### src/rtl/smul_pkg.sv
package smul_pkg;
  typedef enum logic {
    ST_IDLE = 1'b0,
    ST_RUN  = 1'b1
  } smul_state_e;
endpackage

### src/rtl/smul_rst_sync.sv
module smul_rst_sync (
  input  logic clk,
  input  logic rst_n,
  output logic rst_sync_n
);
  logic meta_q;
  logic sync_q;

  always_ff @(posedge clk or negedge rst_n) begin
    if (!rst_n) begin
      meta_q <= 1'b0;
      sync_q <= 1'b0;
    end else begin
      meta_q <= 1'b1;
      sync_q <= meta_q;
    end
  end

  assign rst_sync_n = sync_q;
endmodule

### src/rtl/smul_step_ctr.sv
module smul_step_ctr #(
  parameter int N = 8
) (
  input  logic clk,
  input  logic rst_n,
  input  logic clr,
  input  logic en,
  output logic last
);
  localparam int CW = (N > 1) ? $clog2(N) : 1;
  localparam logic [CW-1:0] LAST_IDX = CW'(N - 1);

  logic [CW-1:0] cnt_q;
  logic [CW-1:0] cnt_d;
  logic          cnt_en;

  always_comb begin
    cnt_en = clr | en;
    cnt_d  = cnt_q;
    if (clr)     cnt_d = '0;
    else if (en) cnt_d = cnt_q + CW'(1);
  end

  always_ff @(posedge clk or negedge rst_n) begin
    if (!rst_n)      cnt_q <= '0;
    else if (cnt_en) cnt_q <= cnt_d;
  end

  assign last = (cnt_q == LAST_IDX);
endmodule

### src/rtl/smul_ctrl.sv
module smul_ctrl
  import smul_pkg::*;
(
  input  logic clk,
  input  logic rst_n,
  input  logic start,
  input  logic last,
  output logic load,
  output logic step,
  output logic sub_sel,
  output logic busy,
  output logic done
);
  smul_state_e state_q;
  smul_state_e state_d;
  logic        done_q;
  logic        done_d;

  always_comb begin
    state_d = state_q;
    load    = 1'b0;
    step    = 1'b0;
    sub_sel = 1'b0;
    done_d  = 1'b0;
    unique case (state_q)
      ST_IDLE: begin
        if (start) begin
          load    = 1'b1;
          state_d = ST_RUN;
        end
      end
      ST_RUN: begin
        step    = 1'b1;
        sub_sel = last;
        if (last) begin
          done_d  = 1'b1;
          state_d = ST_IDLE;
        end
      end
      default: state_d = ST_IDLE;
    endcase
  end

  always_ff @(posedge clk or negedge rst_n) begin
    if (!rst_n) begin
      state_q <= ST_IDLE;
      done_q  <= 1'b0;
    end else begin
      state_q <= state_d;
      done_q  <= done_d;
    end
  end

  assign busy = (state_q == ST_RUN);
  assign done = done_q;
endmodule

### src/rtl/smul_addsub.sv
module smul_addsub #(
  parameter int N = 8
) (
  input  logic [N-1:0] acc_hi,
  input  logic [N-1:0] mcand,
  input  logic         bit_en,
  input  logic         sub_sel,
  output logic [N:0]   result
);
  logic [N-1:0] gated;
  logic [N:0]   ext_acc;
  logic [N:0]   ext_pp;

  for (genvar g = 0; g < N; g++) begin : g_and
    assign gated[g] = mcand[g] & bit_en;
  end

  always_comb begin
    ext_acc = {acc_hi[N-1], acc_hi};
    ext_pp  = {gated[N-1], gated};
    if (sub_sel) result = ext_acc - ext_pp;
    else         result = ext_acc + ext_pp;
  end
endmodule

### src/rtl/smul_seq.sv
module smul_seq #(
  parameter int N = 8
) (
  input  logic           clk,
  input  logic           rst_n,
  input  logic           start,
  input  logic [N-1:0]   mcand_i,
  input  logic [N-1:0]   mplier_i,
  output logic           busy,
  output logic           done,
  output logic [2*N-1:0] product
);
  localparam int PW = 2 * N;

  logic          rst_sync_n;
  logic          load;
  logic          step;
  logic          sub_sel;
  logic          last;
  logic [N-1:0]  mcand_q;
  logic [PW-1:0] prod_q;
  logic [PW-1:0] prod_d;
  logic          prod_en;
  logic [N:0]    sum;

  smul_rst_sync u_rst_sync (
    .clk        (clk),
    .rst_n      (rst_n),
    .rst_sync_n (rst_sync_n)
  );

  smul_ctrl u_ctrl (
    .clk     (clk),
    .rst_n   (rst_sync_n),
    .start   (start),
    .last    (last),
    .load    (load),
    .step    (step),
    .sub_sel (sub_sel),
    .busy    (busy),
    .done    (done)
  );

  smul_step_ctr #(.N(N)) u_ctr (
    .clk   (clk),
    .rst_n (rst_sync_n),
    .clr   (load),
    .en    (step),
    .last  (last)
  );

  smul_addsub #(.N(N)) u_addsub (
    .acc_hi  (prod_q[PW-1:N]),
    .mcand   (mcand_q),
    .bit_en  (prod_q[0]),
    .sub_sel (sub_sel),
    .result  (sum)
  );

  always_comb begin
    prod_en = load | step;
    prod_d  = prod_q;
    if (load)      prod_d = {{N{1'b0}}, mplier_i};
    else if (step) prod_d = {sum, prod_q[N-1:1]};
  end

  always_ff @(posedge clk or negedge rst_sync_n) begin
    if (!rst_sync_n) mcand_q <= '0;
    else if (load)   mcand_q <= mcand_i;
  end

  always_ff @(posedge clk or negedge rst_sync_n) begin
    if (!rst_sync_n)  prod_q <= '0;
    else if (prod_en) prod_q <= prod_d;
  end

  assign product = prod_q;
endmodule

### config.mk
export PLATFORM = sky130hd
export DESIGN_NAME = smul_seq
export DESIGN_NICKNAME = d
export VERILOG_FILES = /design/src/rtl/smul_pkg.sv /design/src/rtl/smul_rst_sync.sv /design/src/rtl/smul_step_ctr.sv /design/src/rtl/smul_ctrl.sv /design/src/rtl/smul_addsub.sv /design/src/rtl/smul_seq.sv
export SDC_FILE = /design/constraint.sdc
export NUM_CORES = 1
export LEC_CHECK = 0
export ABC_AREA = 0
export CAP_MARGIN = 20
export CORE_ASPECT_RATIO = 0.75
export CORE_MARGIN = 2
export CORE_UTILIZATION = 55
export CTS_CLUSTER_DIAMETER = 200
export DETAILED_ROUTE_END_ITERATION = 16
export DONT_BUFFER_PORTS = 1
export GPL_ROUTABILITY_DRIVEN = 0
export GPL_TIMING_DRIVEN = 0
export HOLD_SLACK_MARGIN = 0.03
export PLACE_DENSITY = 0.76
export SETUP_SLACK_MARGIN = 0.05
export SLEW_MARGIN = 10
export SYNTH_ARGS = -nofsm -noshare
export SYNTH_HDL_FRONTEND = slang
export SYNTH_HIERARCHICAL = 1
export SYNTH_SLANG_ARGS = --single-unit
export TNS_END_PERCENT = 20
### constraint.sdc
create_clock -name clk -period 1.1 [get_ports clk]
set_clock_uncertainty 0.2 [all_clocks]
set_input_delay 0.11 -clock clk [delete_from_list [all_inputs] [get_ports clk]]
set_output_delay 0.11 -clock clk [all_outputs]
set_load 0.01 [all_outputs]
# ---- Word level (Yosys, flattened, before mapping)
# Cells that the tools add are included.
dict set report totals {
  regBits 31
  latchBits 0
  mem_bits_rw 0
  romBits 0
  output_inout_bits 18
  memories 0
}
dict set report op_classes {
  add_sub_neg 3
  n_mul 0
  div_mod_pow 0
  n_lt_le_gt_ge 0
  n_eq_ne 1
  shift 0
  mux 13
  n_bitwise 10
  reduce_logical 2
}
# cell count
set ops {}
lappend ops {{16-bit two-way mux} 2}
lappend ops {{8-bit by 8-bit adder with 9-bit output} 1}
lappend ops {{9-bit two-way mux} 1}
lappend ops {{8-bit by 8-bit subtractor with 9-bit output} 1}
lappend ops {{1-bit AND} 8}
lappend ops {{1-bit two-way mux} 7}
lappend ops {{3-bit two-way mux} 2}
lappend ops {{3-bit by 1-bit adder with 3-bit output, second input constant} 1}
lappend ops {{3-bit == test, second input constant} 1}
lappend ops {{1-bit case mux with 2 select lines} 1}
lappend ops {{2-bit AND reduction} 1}
lappend ops {{2-bit nonzero test} 1}
lappend ops {{1-bit inverter} 1}
lappend ops {{1-bit OR} 1}

# ---- Logic depth before layout (Yosys ltp)
# Gate-level depths: netlist of run 1.
dict set report depth {
  depth_word 5
  ltp_mapped 16
}

# ---- Cells and area by module
# Netlist of run 1, hierarchy kept.
# mod n_inst cells_each area_per_inst_um2 seq_area_each_um2
set modules_own_cells {}
lappend modules_own_cells {smul_seq 1 78 1037.2 600.6}
lappend modules_own_cells {smul_addsub 1 90 594.3 0.0}
lappend modules_own_cells {smul_step_ctr 1 11 140.1 75.1}
lappend modules_own_cells {smul_ctrl 1 7 83.8 50.0}
lappend modules_own_cells {smul_rst_sync 1 3 53.8 50.0}

# ---- Worst setup path after synthesis of run 1
# No wires, ideal clock.
dict set report synth_path {
  path_type {register -> register}
  startpoint {register prod_q[0], in the netlist product[0]}
  endpoint {register prod_q[15], in the netlist product[15]}
  setup_ns 0.121
  t_arrival_ns 2.784
  required_time_ns 0.779
  setup_slack_ns -2.005
  stages_incl_launch_ff 16
  n_path_buf 1
  path_cell_list {dfrtp_1 > clkbuf_1 > nand2_1 > ha_1 > nor2_1 > nor2_1 > o21ai_1 > o21ai_0 > a31o_1 > ha_1 > or4_1 > nor2_1 > nor3_1 > xnor2_1 > mux2i_1 > nor2_1}
}
dict set report synth_between {
  elab_chain_len 5
}
# element line
set synth_lines {}
lappend synth_lines {{from (decl)} smul_seq.sv:21} ;# logic [PW-1:0] prod_q;
lappend synth_lines {{from (signal assigned)} smul_seq.sv:74} ;# else if (prod_en) prod_q <= prod_d;
lappend synth_lines {{1-bit AND} smul_addsub.sv:15} ;# assign gated[g] = mcand[g] & bit_en;
lappend synth_lines {{8-bit by 8-bit adder with 9-bit output or 8-bit by 8-bit subtractor with 9-bit output (tied branches)} {smul_addsub.sv:22, smul_addsub.sv:21}}
lappend synth_lines {{9-bit two-way mux (*)} smul_addsub.sv:21} ;# if (sub_sel) result = ext_acc - ext_pp;
lappend synth_lines {{named net sum[8]} smul_seq.sv:24} ;# logic [N:0] sum;
lappend synth_lines {{16-bit two-way mux (*)} smul_seq.sv:64} ;# else if (step) prod_d = {sum, prod_q[N-1:1]};
lappend synth_lines {{16-bit two-way mux (*)} smul_seq.sv:63} ;# if (load) prod_d = {{N{1'b0}}, mplier_i};
# The timed path passes the listed nets; every way through them passes the cells marked *. The select of a mux whose other input is x is not followed.
# A chain may end at the register's enable or synchronous reset.

# ---- Final worst setup path of run 1
dict set report layout_path {
  startpoint {register u_ctr.cnt_q[1]}
  endpoint {register prod_q[14], in the netlist product[14]}
}
dict set report layout_between {
  elab_chain_len 5
}
# element line
set layout_lines {}
lappend layout_lines {{from (decl)} smul_step_ctr.sv:13} ;# logic [CW-1:0] cnt_q;
lappend layout_lines {{from (signal assigned)} smul_step_ctr.sv:26} ;# else if (cnt_en) cnt_q <= cnt_d;
lappend layout_lines {{3-bit == test} smul_step_ctr.sv:29} ;# assign last = (cnt_q == LAST_IDX);
lappend layout_lines {{named net last} smul_seq.sv:19} ;# logic last;
lappend layout_lines {{1-bit two-way mux} smul_ctrl.sv:25} ;# unique case (state_q)
lappend layout_lines {{named net sub_sel} smul_seq.sv:18} ;# logic sub_sel;
lappend layout_lines {{9-bit two-way mux} smul_addsub.sv:21}
lappend layout_lines {{named net sum[7]} smul_seq.sv:24}
lappend layout_lines {{16-bit two-way mux} smul_seq.sv:64}
lappend layout_lines {{16-bit two-way mux} smul_seq.sv:63}
# The timed path passes the listed nets, and every way through them passes these cells. The select of a mux whose other input is x is not followed.

==> results of run 1 <==
[synthesized netlist by cell type (all sizes together)]
master and number:
nor4 4, nand3 3, dfrtp 31, nor2 24, a31oi 2, fa 1, o21ai 14, nor3 2
a31o 1, nand2b 2, a21oi 7, ha 11, nand2 16, and2 1, buf 8, nand4 1
nor2b 3, conb 1, o21a 1, o211ai 2, a21o 1, clkbuf 1, a311oi 1, or4 2
mux2i 19, inv 9, xnor2 7, mux2 9, or2 1, xor2 4
[area by class of cell]
class / count / area, sq um
Inverter: 9 / 33.8
Clock buffer: 6 / 72.6
Tap cell: 40 / 50.0
Fill cell: 182 / 606
Multi-Input combinational cell: 140 / 1300
Buffer: 9 / 130
Timing Repair Buffer: 31 / 325
Clock inverter: 2 / 12.5
Sequential cell: 31 / 781
[worst max-delay path: stages, from the launching register on]
cell	delay, ns
dfrtp_1	0.40
ha_2	0.21
ha_4	0.16
and2_4	0.17
buf_8	0.14
o21ai_0	0.23
o211ai_1	0.19
ha_1	0.37
or2_1	0.30
o211ai_1	0.12
nand2_1	0.10
nor4_2	0.28
mux2i_1	0.11
nor2_1	0.10
[through the flow]
| step | hold slack, ns | instances |
|---|---|---|
| finish | -0.103 | 268 |
| global route | -0.0996 | 268 |
| CTS | -0.0972 | 264 |
| detailed placement | -0.386 | 230 |
| global placement | -0.386 | 229 |
| floorplan | -0.386 | 189 |
[what timing repair did]
| action | in CTS | in global routing |
|---|---|---|
| endpoints found under the setup margin | 34 | 42 |
| pin swaps | 9 | 14 |
| resized for setup | 21 | 35 |
| cloned | 1 | 0 |
| hold endpoints to repair | 31 | 4 |
| buffers inserted | 7 | 4 |
[path summary, 6_finish.rpt]
check	from	cells past startpoint	slack, ns	end
max	u_ctr/cnt_q[1]	13	-2.04	product[14]
min	start	2	-0.10	u_ctr/cnt_q[1]
max reg2reg	u_ctr/cnt_q[1]	13	-2.04	product[14]
min reg2reg	u_rst_sync/rst_sync_n	0	0	u_ctr/cnt_q[0]
max in group asynchronous	rst_n	2	0.16	u_rst_sync/meta_q
min in group asynchronous	u_rst_sync/rst_sync_n	0	0	u_ctr/cnt_q[0]
[sequential cells by signal, summed over array words and instances, names as in the netlist]
register	flops
mcand_q	8
product	16
u_ctr/cnt_q	3
u_ctrl/busy	1
u_ctrl/done	1
u_rst_sync/meta_q	1
u_rst_sync/rst_sync_n	1
[kinds of logic after synthesis]
logic type / count (synthesis)
AOI/OAI and AO/OA: 29
and+or+nand+nor: 59
adders and majority gates: 12
muxes: 28
DFF: 31
buffers and inverters: 18
xor gates and xnor gates: 11
other: 1
[metal layers]
metal / vias to the layer above / track usage, % / part of all wire, % / routed length, microns
li1: 723 / - / - / -
met1: 777 / 32.1 / 40 / 2170
met2: 79 / 47.2 / 49 / 2670
met3: 34 / 7.97 / 6.0 / 329
met4: 0 / 14.5 / 5.1 / 276
met5: - / 0 / 0 / 0
==> flow_summary.ini, run 1 <==
[run_status]
status = complete, but fails checks
violations = negative hold slack, negative setup slack

[finish]
final_nets = 258
syn_to_final_growth_pct = 41.7
final_common_cell = dfrtp_1
final_cell_mix = dfrtp_1, nor2_1, dlygate4sd3_1
num_antenna_cells = 0
drive_gt1_share_pct = 35.1
fin_area_sq_um = 2710
post-route-util_pct = 81.7

[synth]
synth_xor_area_share_pct = 5.05
synth.area.mux_share_pct = 16.4
synthAdderAreaFrac_pct = 8.26
syn_nets = 220
ys_ff_latch = 31
yosysWarnings = 6
syn_inst = 189
ys_types = 38
synth.avg_cell_area_sq_um = 10.1
synth_top_family_by_area = multiplexers
syn_area_sq_um = 1910
synth_top_area_cell = dfrtp_1
synth_area_leaders = dfrtp_1, mux2i_1, ha_1, mux2_4, nor2_1
ys_seq_area_share_pct = 40.6
synth_simple_gate_area_share_pct = 14.8
netlist.area_leader.share_pct = 40.6
synth_compound_area_share_pct = 8.65

[sta]
max_freq_mhz = 318
setup_viol = 29
rsz0062_at_grt = true
min_period_ns = 3.14
slew_violations = 0
period_share_pct = 286
tns_ns = -20.33
setup_ws_ns = -2.04
report.final.hold_viol_count = 7
holdWs_ns = -0.103

[route]
vias = 1613
first_pass_iters = 4
routed_wl_microns = 5450
viasPerCell = 6.02
drt_iter0_markers = 174
wl_per_cell_microns = 20.3
ant_nets = 0
drc_errors = 0

[global_route]
grt_pass1_wl_microns = 7910
antenna_found_initial = 0
grt_util_all_layers_pct = 27.5
overflow = 0
grt_max_degree = 21
grt_pass1_vias = 1646

[placed_design]
place_area_sq_um = 2110
numPortBuffers = 0
place_ws_ns = -1.92
dpl.hpwl_microns = 2980

[die]
floorplan.initialDensity_pct = 57.7
num_rows = 18
floorplan.die_area_sq_um = 3960
die_x_microns = 72.0
coreArea_sq_um = 3310
num_io_pins = 37
fp.dieH_microns = 55.0

[clocking]
cts.htree.levels = 2
cts_root_buffer = clkbuf_8
cts_hold_buf = 18
cts_made_buffers = 5
cts.clk_slew.worst_paths_ns = 0.07
cts_sinks = 31
cts_buffer_depth = 2
cts_tree = done
insertion_delay_ns = 0.29

[worst_hold_path]
hold_path.class = input pin to register

[flow_run]
drv_cap = 0

[setup_path]
crit_required_ns = 1.12
arrival_ns = 3.16
crit_path_end_kind = register
critPathLaunchType = register
crit_fanout = 5
path_class = register to register
Power of run 1 is left out: the tool's default activity adds up to more than one toggle a clock period on the data nets, which glitch-free logic cannot reach.
==> run 2, diff against run 1 <==
--- a/config.mk
+++ b/config.mk
@@ -5,7 +5,7 @@
 export SDC_FILE = /design/constraint.sdc
 export NUM_CORES = 1
 export LEC_CHECK = 0
-export ABC_AREA = 0
+export ABC_AREA = 1
 export CAP_MARGIN = 20
 export CORE_ASPECT_RATIO = 0.75
 export CORE_MARGIN = 2
@@ -18,7 +18,7 @@
 export HOLD_SLACK_MARGIN = 0.03
 export PLACE_DENSITY = 0.76
 export SETUP_SLACK_MARGIN = 0.05
-export SLEW_MARGIN = 10
+export SLEW_MARGIN = 20
 export SYNTH_ARGS = -nofsm -noshare
 export SYNTH_HDL_FRONTEND = slang
 export SYNTH_HIERARCHICAL = 1
==> run 2 against run 1 <==
Compared with the run above:
- flip-flop and latch count stayed put
- first-iteration DRC count is 30% lower
- sequential share of layout area is 0.78 points lower
- largest cell class unchanged
- the flow still finishes with violations (negative hold slack, negative setup slack)
- wire length is 1.1% higher
- register-to-register slack better by 0.44 ns
- die area is 3.8% higher
- synthesized area is 4.1% higher
- critical path depth is 2 higher
==> flow_summary.ini, run 2 <==
[route]
wl_met2_microns = 2630
dr_wl_met3_microns = 309
first_pass_iters = 4
viasPerCell = 5.44
dr.max_layer_used = met4
drt_iter0_markers = 122
drc_errors = 0
met1_length_microns = 2370
routed_wl_microns = 5510
vias = 1821
ant_nets = 0
wl_per_cell_microns = 16.5

[setup_path]
critical_path.cell_chain = buf_6, nand2_4, buf_4, nand3_1, nand2_4, xor2_1, inv_1, ha_4, nand2_2, o21ai_4, nand3_2, nand2_1, xor2_1, nand3_1, nand2_1
critPathSlowestCell = dfrtp_2
arrival_ns = 2.73
path_buf_inv = 3
crit_fanout = 5
slowest_delay_ns = 0.44
path_class = register to register
crit_required_ns = 1.13
crit_path_end_kind = register
critPathLaunchType = register
cpLargestDelayFamily = simple AND/OR/NAND/NOR gates

[global_route]
overflow = 0
grt_pass1_vias = 1801
grt_max_degree = 30
antenna_found_initial = 0
grt_pass1_wl_microns = 8600
grt_util_all_layers_pct = 27.6

[sta]
report.final.hold_viol_count = 4
period_share_pct = 246
setup_ws_ns = -1.60
holdWs_ns = -0.255
max_freq_mhz = 370
setup_viol = 29
min_period_ns = 2.70
rsz0062_at_grt = true
slew_violations = 0

[synth]
synth_area_leaders = dfrtp_1, nand2_1, nand3_1, ha_1, inv_1
synthTopCellsByCount = nand2_1, nand3_1, dfrtp_1
ys_seq_area_share_pct = 39.0
netlist.area_leader.share_pct = 39.0
synth.avg_cell_area_sq_um = 7.98
syn_nets = 280
syn_area_sq_um = 1990
synth_top_area_cell = dfrtp_1
synth_edf_count = 0
ys_dominant_reg_cell = dfrtp_1
synth_most_common_cell = nand2_1
yosysWarnings = 6
syn_inst = 249
ys_ff_latch = 31
ys_types = 26
synth-async-reset-ratio_pct = 100

[finish]
multi_input_area_sq_um = 1280
syn_to_final_growth_pct = 40.8
final_nets = 325
drive_gt1_share_pct = 35.6
post-route-util_pct = 82.8
fillers = 179
final_cell_mix = nand2_1, nand3_1, dfrtp_1
final_common_cell = nand2_1
regArea_sq_um = 786
largest_reg_flops = 16
num_antenna_cells = 0

[worst_hold_path]
hold_path.class = input pin to register

[placed_design]
dpl.hpwl_microns = 2990
numPortBuffers = 0
place_ws_ns = -1.58

[clocking]
cts_root_buffer = clkbuf_8
insertion_delay_ns = 0.30
cts_made_buffers = 5
cts_tree = done
cts.clk_slew.worst_paths_ns = 0.07
cts.htree.levels = 2
cts_hold_buf = 18
cts_buffer_depth = 2
cts_sinks = 31

[die]
num_rows = 18
die_x_microns = 73.4
num_io_pins = 37
floorplan.initialDensity_pct = 58.8
coreArea_sq_um = 3380
floorplan.die_area_sq_um = 4110
fp.dieH_microns = 56.1

[run_status]
status = complete, but fails checks
violations = negative hold slack, negative setup slack

[flow_run]
drv_cap = 0
run 2: per-layer routing:
layer	vias up	global-route usage [%]
met1	861	36.7
met2	70	41.8
met4	0	14.5
met3	22	5.80
li1	868	-
met5	-	0
run 2: per-stage QoR:
stage / instances / TNS [ns] / instance area (sq um) / hold WS [ns]
floorplan: 249 / -14.33 / 2090 / -0.386
detailed placement: 289 / -17.26 / 2140 / -0.386
finish: 335 / -16.58 / 2800 / -0.255
CTS: 330 / -15.91 / 2670 / -0.258
global route: 335 / -19.00 / 2800 / -0.252
global placement: 289 / -27.96 / 2140 / -0.386
run 2: final timing paths:
kind	slack (ns)	end	depth (start not counted)	startpoint
worst max-delay path	-1.60	product[13]	15	product[0]
worst min-delay path	-0.25	u_ctrl/busy	2	start
worst max register to register	-1.60	product[13]	15	product[0]
worst min register to register	0.05	mcand_q[0]	0	u_rst_sync/rst_sync_n
max in group asynchronous	0.19	u_rst_sync/rst_sync_n	2	rst_n
min in group asynchronous	0.05	mcand_q[0]	0	u_rst_sync/rst_sync_n
run 2: final cells by class:
| class | count | share of cell area, % |
|---|---|---|
| clock buffers | 8 | 3.58 |
| plain buffers | 9 | 3.80 |
| inverters | 26 | 4.56 |
| well taps | 40 | 1.79 |
| repair buffers | 38 | 12.5 |
| flip-flops and latches | 31 | 28.1 |
| multi-input cells | 183 | 45.7 |
run 2: cell families (layout without fill, tap and decap cells):
logic type	count (synthesis)	count (layout)	share of synthesized area, %
DFF	31	31	39.0
buffers and inverters	35	81	9.13
adders and majority gates	12	12	7.93
and+or+nand+nor	145	145	34.4
xor gates and xnor gates	11	11	4.85
AOI/OAI and AO/OA	14	14	4.41
other	1	1	0.189
run 2: repair_timing:
item / in CTS / in global routing
setup buffers: 15 / 5
setup endpoints to repair: 37 / 44
pin swaps: 22 / 12
resized for setup: 36 / 24
endpoints found under the hold margin: 22 / 4
Power of run 2 is left out for the same reason.
==> run 3, diff against run 2 <==
--- a/config.mk
+++ b/config.mk
@@ -7,16 +7,18 @@
 export LEC_CHECK = 0
 export ABC_AREA = 1
 export CAP_MARGIN = 20
+export CELL_PAD_IN_SITES_DETAIL_PLACEMENT = 1
+export CELL_PAD_IN_SITES_GLOBAL_PLACEMENT = 1
 export CORE_ASPECT_RATIO = 0.75
 export CORE_MARGIN = 2
-export CORE_UTILIZATION = 55
+export CORE_UTILIZATION = 42
 export CTS_CLUSTER_DIAMETER = 200
 export DETAILED_ROUTE_END_ITERATION = 16
 export DONT_BUFFER_PORTS = 1
 export GPL_ROUTABILITY_DRIVEN = 0
 export GPL_TIMING_DRIVEN = 0
 export HOLD_SLACK_MARGIN = 0.03
-export PLACE_DENSITY = 0.76
+export PLACE_DENSITY = 0.78
 export SETUP_SLACK_MARGIN = 0.05
 export SLEW_MARGIN = 20
 export SYNTH_ARGS = -nofsm -noshare
==> run 3 against run 2 <==
Compared with the run above:
- the run still ends with negative hold slack, negative setup slack left
- cell area rose by 2.4%
- first-iteration DRC count up 42%
- critical path depth increased by 1
- wire length rose by 39%
- critical endpoint is now product[14]
- largest cell class unchanged
- highest routed layer unchanged
==> flow_summary.ini, run 3 (same netlist as run 2, synthesis figures left out) <==
[setup_path]
crit_fanout = 5
r2r-end = product[14]
r2r_cells = 16
ff2ff_setup_slack_ns = -1.75
arrival_ns = 2.84
cpLargestDelayFamily = simple AND/OR/NAND/NOR gates
crit_required_ns = 1.09
critPathLaunchType = register
path_class = register to register
crit_path_end_kind = register
slowest_delay_ns = 0.46
critical_path.cell_chain = buf_12, nand2_8, ha_4, nand2_4, nor2_4, inv_2, o21ai_2, xor2_1, inv_1, ha_4, buf_4, nand4_1, nand3_1, nand2_1, nand3_1, nand2_1
reg2reg_from = product[0]
path_buf_inv = 4
critPathSlowestCell = dfrtp_2

[flow_run]
drv_cap = 0

[route]
drt_iter0_markers = 173
routed_wl_microns = 7670
wl_per_cell_microns = 21.7
ant_nets = 0
vias = 1936
first_pass_iters = 4
viasPerCell = 5.48
drc_errors = 0

[worst_hold_path]
hold_path.class = input pin to register
min_from = start
hold_depth = 2
holdPathEnd = u_ctrl/busy

[run_status]
status = complete, but fails checks
violations = negative hold slack, negative setup slack

[finish]
final_common_cell = nand2_1
final_nets = 326
largest_reg_flops = 16
regArea_sq_um = 783
fin_area_sq_um = 2860
stdcell_count = 353
num_antenna_cells = 0
fillers = 510
drive_gt1_share_pct = 35.8
final_cell_mix = nand2_1, nand3_1, dfrtp_1
syn_to_final_growth_pct = 44.1
multi_input_area_sq_um = 1310

[sta]
setup_viol = 29
min_period_ns = 2.85
tns_ns = -19.02
period_share_pct = 259
holdWs_ns = -0.253
slew_violations = 0
max_freq_mhz = 350
report.final.hold_viol_count = 4
rsz0062_at_grt = true
setup_ws_ns = -1.75

[placed_design]
numPortBuffers = 0
dpl.hpwl_microns = 3520
place_inst = 306
place_area_sq_um = 2160

[die]
num_rows = 21
coreArea_sq_um = 4520
floorplan.initialDensity_pct = 44.0
num_io_pins = 37
fp.dieH_microns = 63.6
floorplan.die_area_sq_um = 5300
die_x_microns = 83.4

[global_route]
antenna_found_initial = 0
grt_pass1_vias = 2073
grt_pass1_wl_microns = 10500
overflow = 0
globalRouteMet1Util_pct = 31.1
grt_max_degree = 30
busiest_layer = met2
grt_util_all_layers_pct = 25.5
grt.met2_usage_pct = 43.5
use_met3_pct = 6.29

[clocking]
insertion_delay_ns = 0.30
cts_sinks = 31
cts_root_buffer = clkbuf_8
cts.htree.levels = 2
cts_tree = done
cts_buffer_depth = 2
cts_hold_buf = 18
cts.clk_slew.worst_paths_ns = 0.08
cts_made_buffers = 5
run 3: cell count changes in the layout (fill, tap and decap cells not counted), moves of 3 or more:
cell,delta
buf_6,+5
nand2_2,+5
buf_4,-4
nand2_1,-4
a21oi_2,-3
nand2_4,-3
run 3: worst max-delay path by stage:
stage,from,to,cells past startpoint,slack (ns)
finish,product[0],product[14],16,-1.75
global route,product[0],product[15],17,-1.83
CTS,product[0],product[15],18,-1.53
detailed placement,u_ctr/cnt_q[0],product[14],15,-1.60
global placement,u_ctr/cnt_q[0],product[14],15,-1.55
floorplan,u_ctr/cnt_q[0],product[15],17,-1.31
run 3: stage by stage:
step	setup slack (ns)	util, %
2_1_floorplan	-1.31	-
3_3_place_gp	-1.55	47.8
3_5_place_dp	-1.60	47.8
4_1_cts	-1.53	59.1
5_1_grt	-1.83	63.4
6_report	-1.75	63.4
run 3: layout make-up:
class / count / area share [%]
inverter: 26 / 4.28
buffer: 9 / 4.33
sequential: 31 / 27.3
multi-input combinational: 183 / 45.7
clock inverter: 3 / 0.699
clock buffer: 5 / 2.40
timing repair buffer: 39 / 12.7
tap: 57 / 2.49
run 3: per-layer routing:
| metal | share of wire (%) | vias up |
|---|---|---|
| li1 | - | 872 |
| met1 | 41 | 978 |
| met2 | 51 | 67 |
| met3 | 5.5 | 19 |
| met4 | 2.7 | 0 |
| met5 | 0 | - |
run 3: worst register-to-register path: stages, from the launching register on:
cell and delay, ns:
dfrtp_2 0.46, buf_12 0.17, nand2_8 0.06, ha_4 0.14
nand2_4 0.06, nor2_4 0.14, inv_2 0.07, o21ai_2 0.16
xor2_1 0.23, inv_1 0.12, ha_4 0.30, buf_4 0.13
nand4_1 0.17, nand3_1 0.14, nand2_1 0.06, nand3_1 0.08
nand2_1 0.06
run 3: what timing repair did:
item,CTS,global route
hold endpoints to repair,22,4
resized for setup,36,34
buffers inserted,14,7
pin swaps,29,16
endpoints found under the setup margin,36,44
Power of run 3 is left out for the same reason.
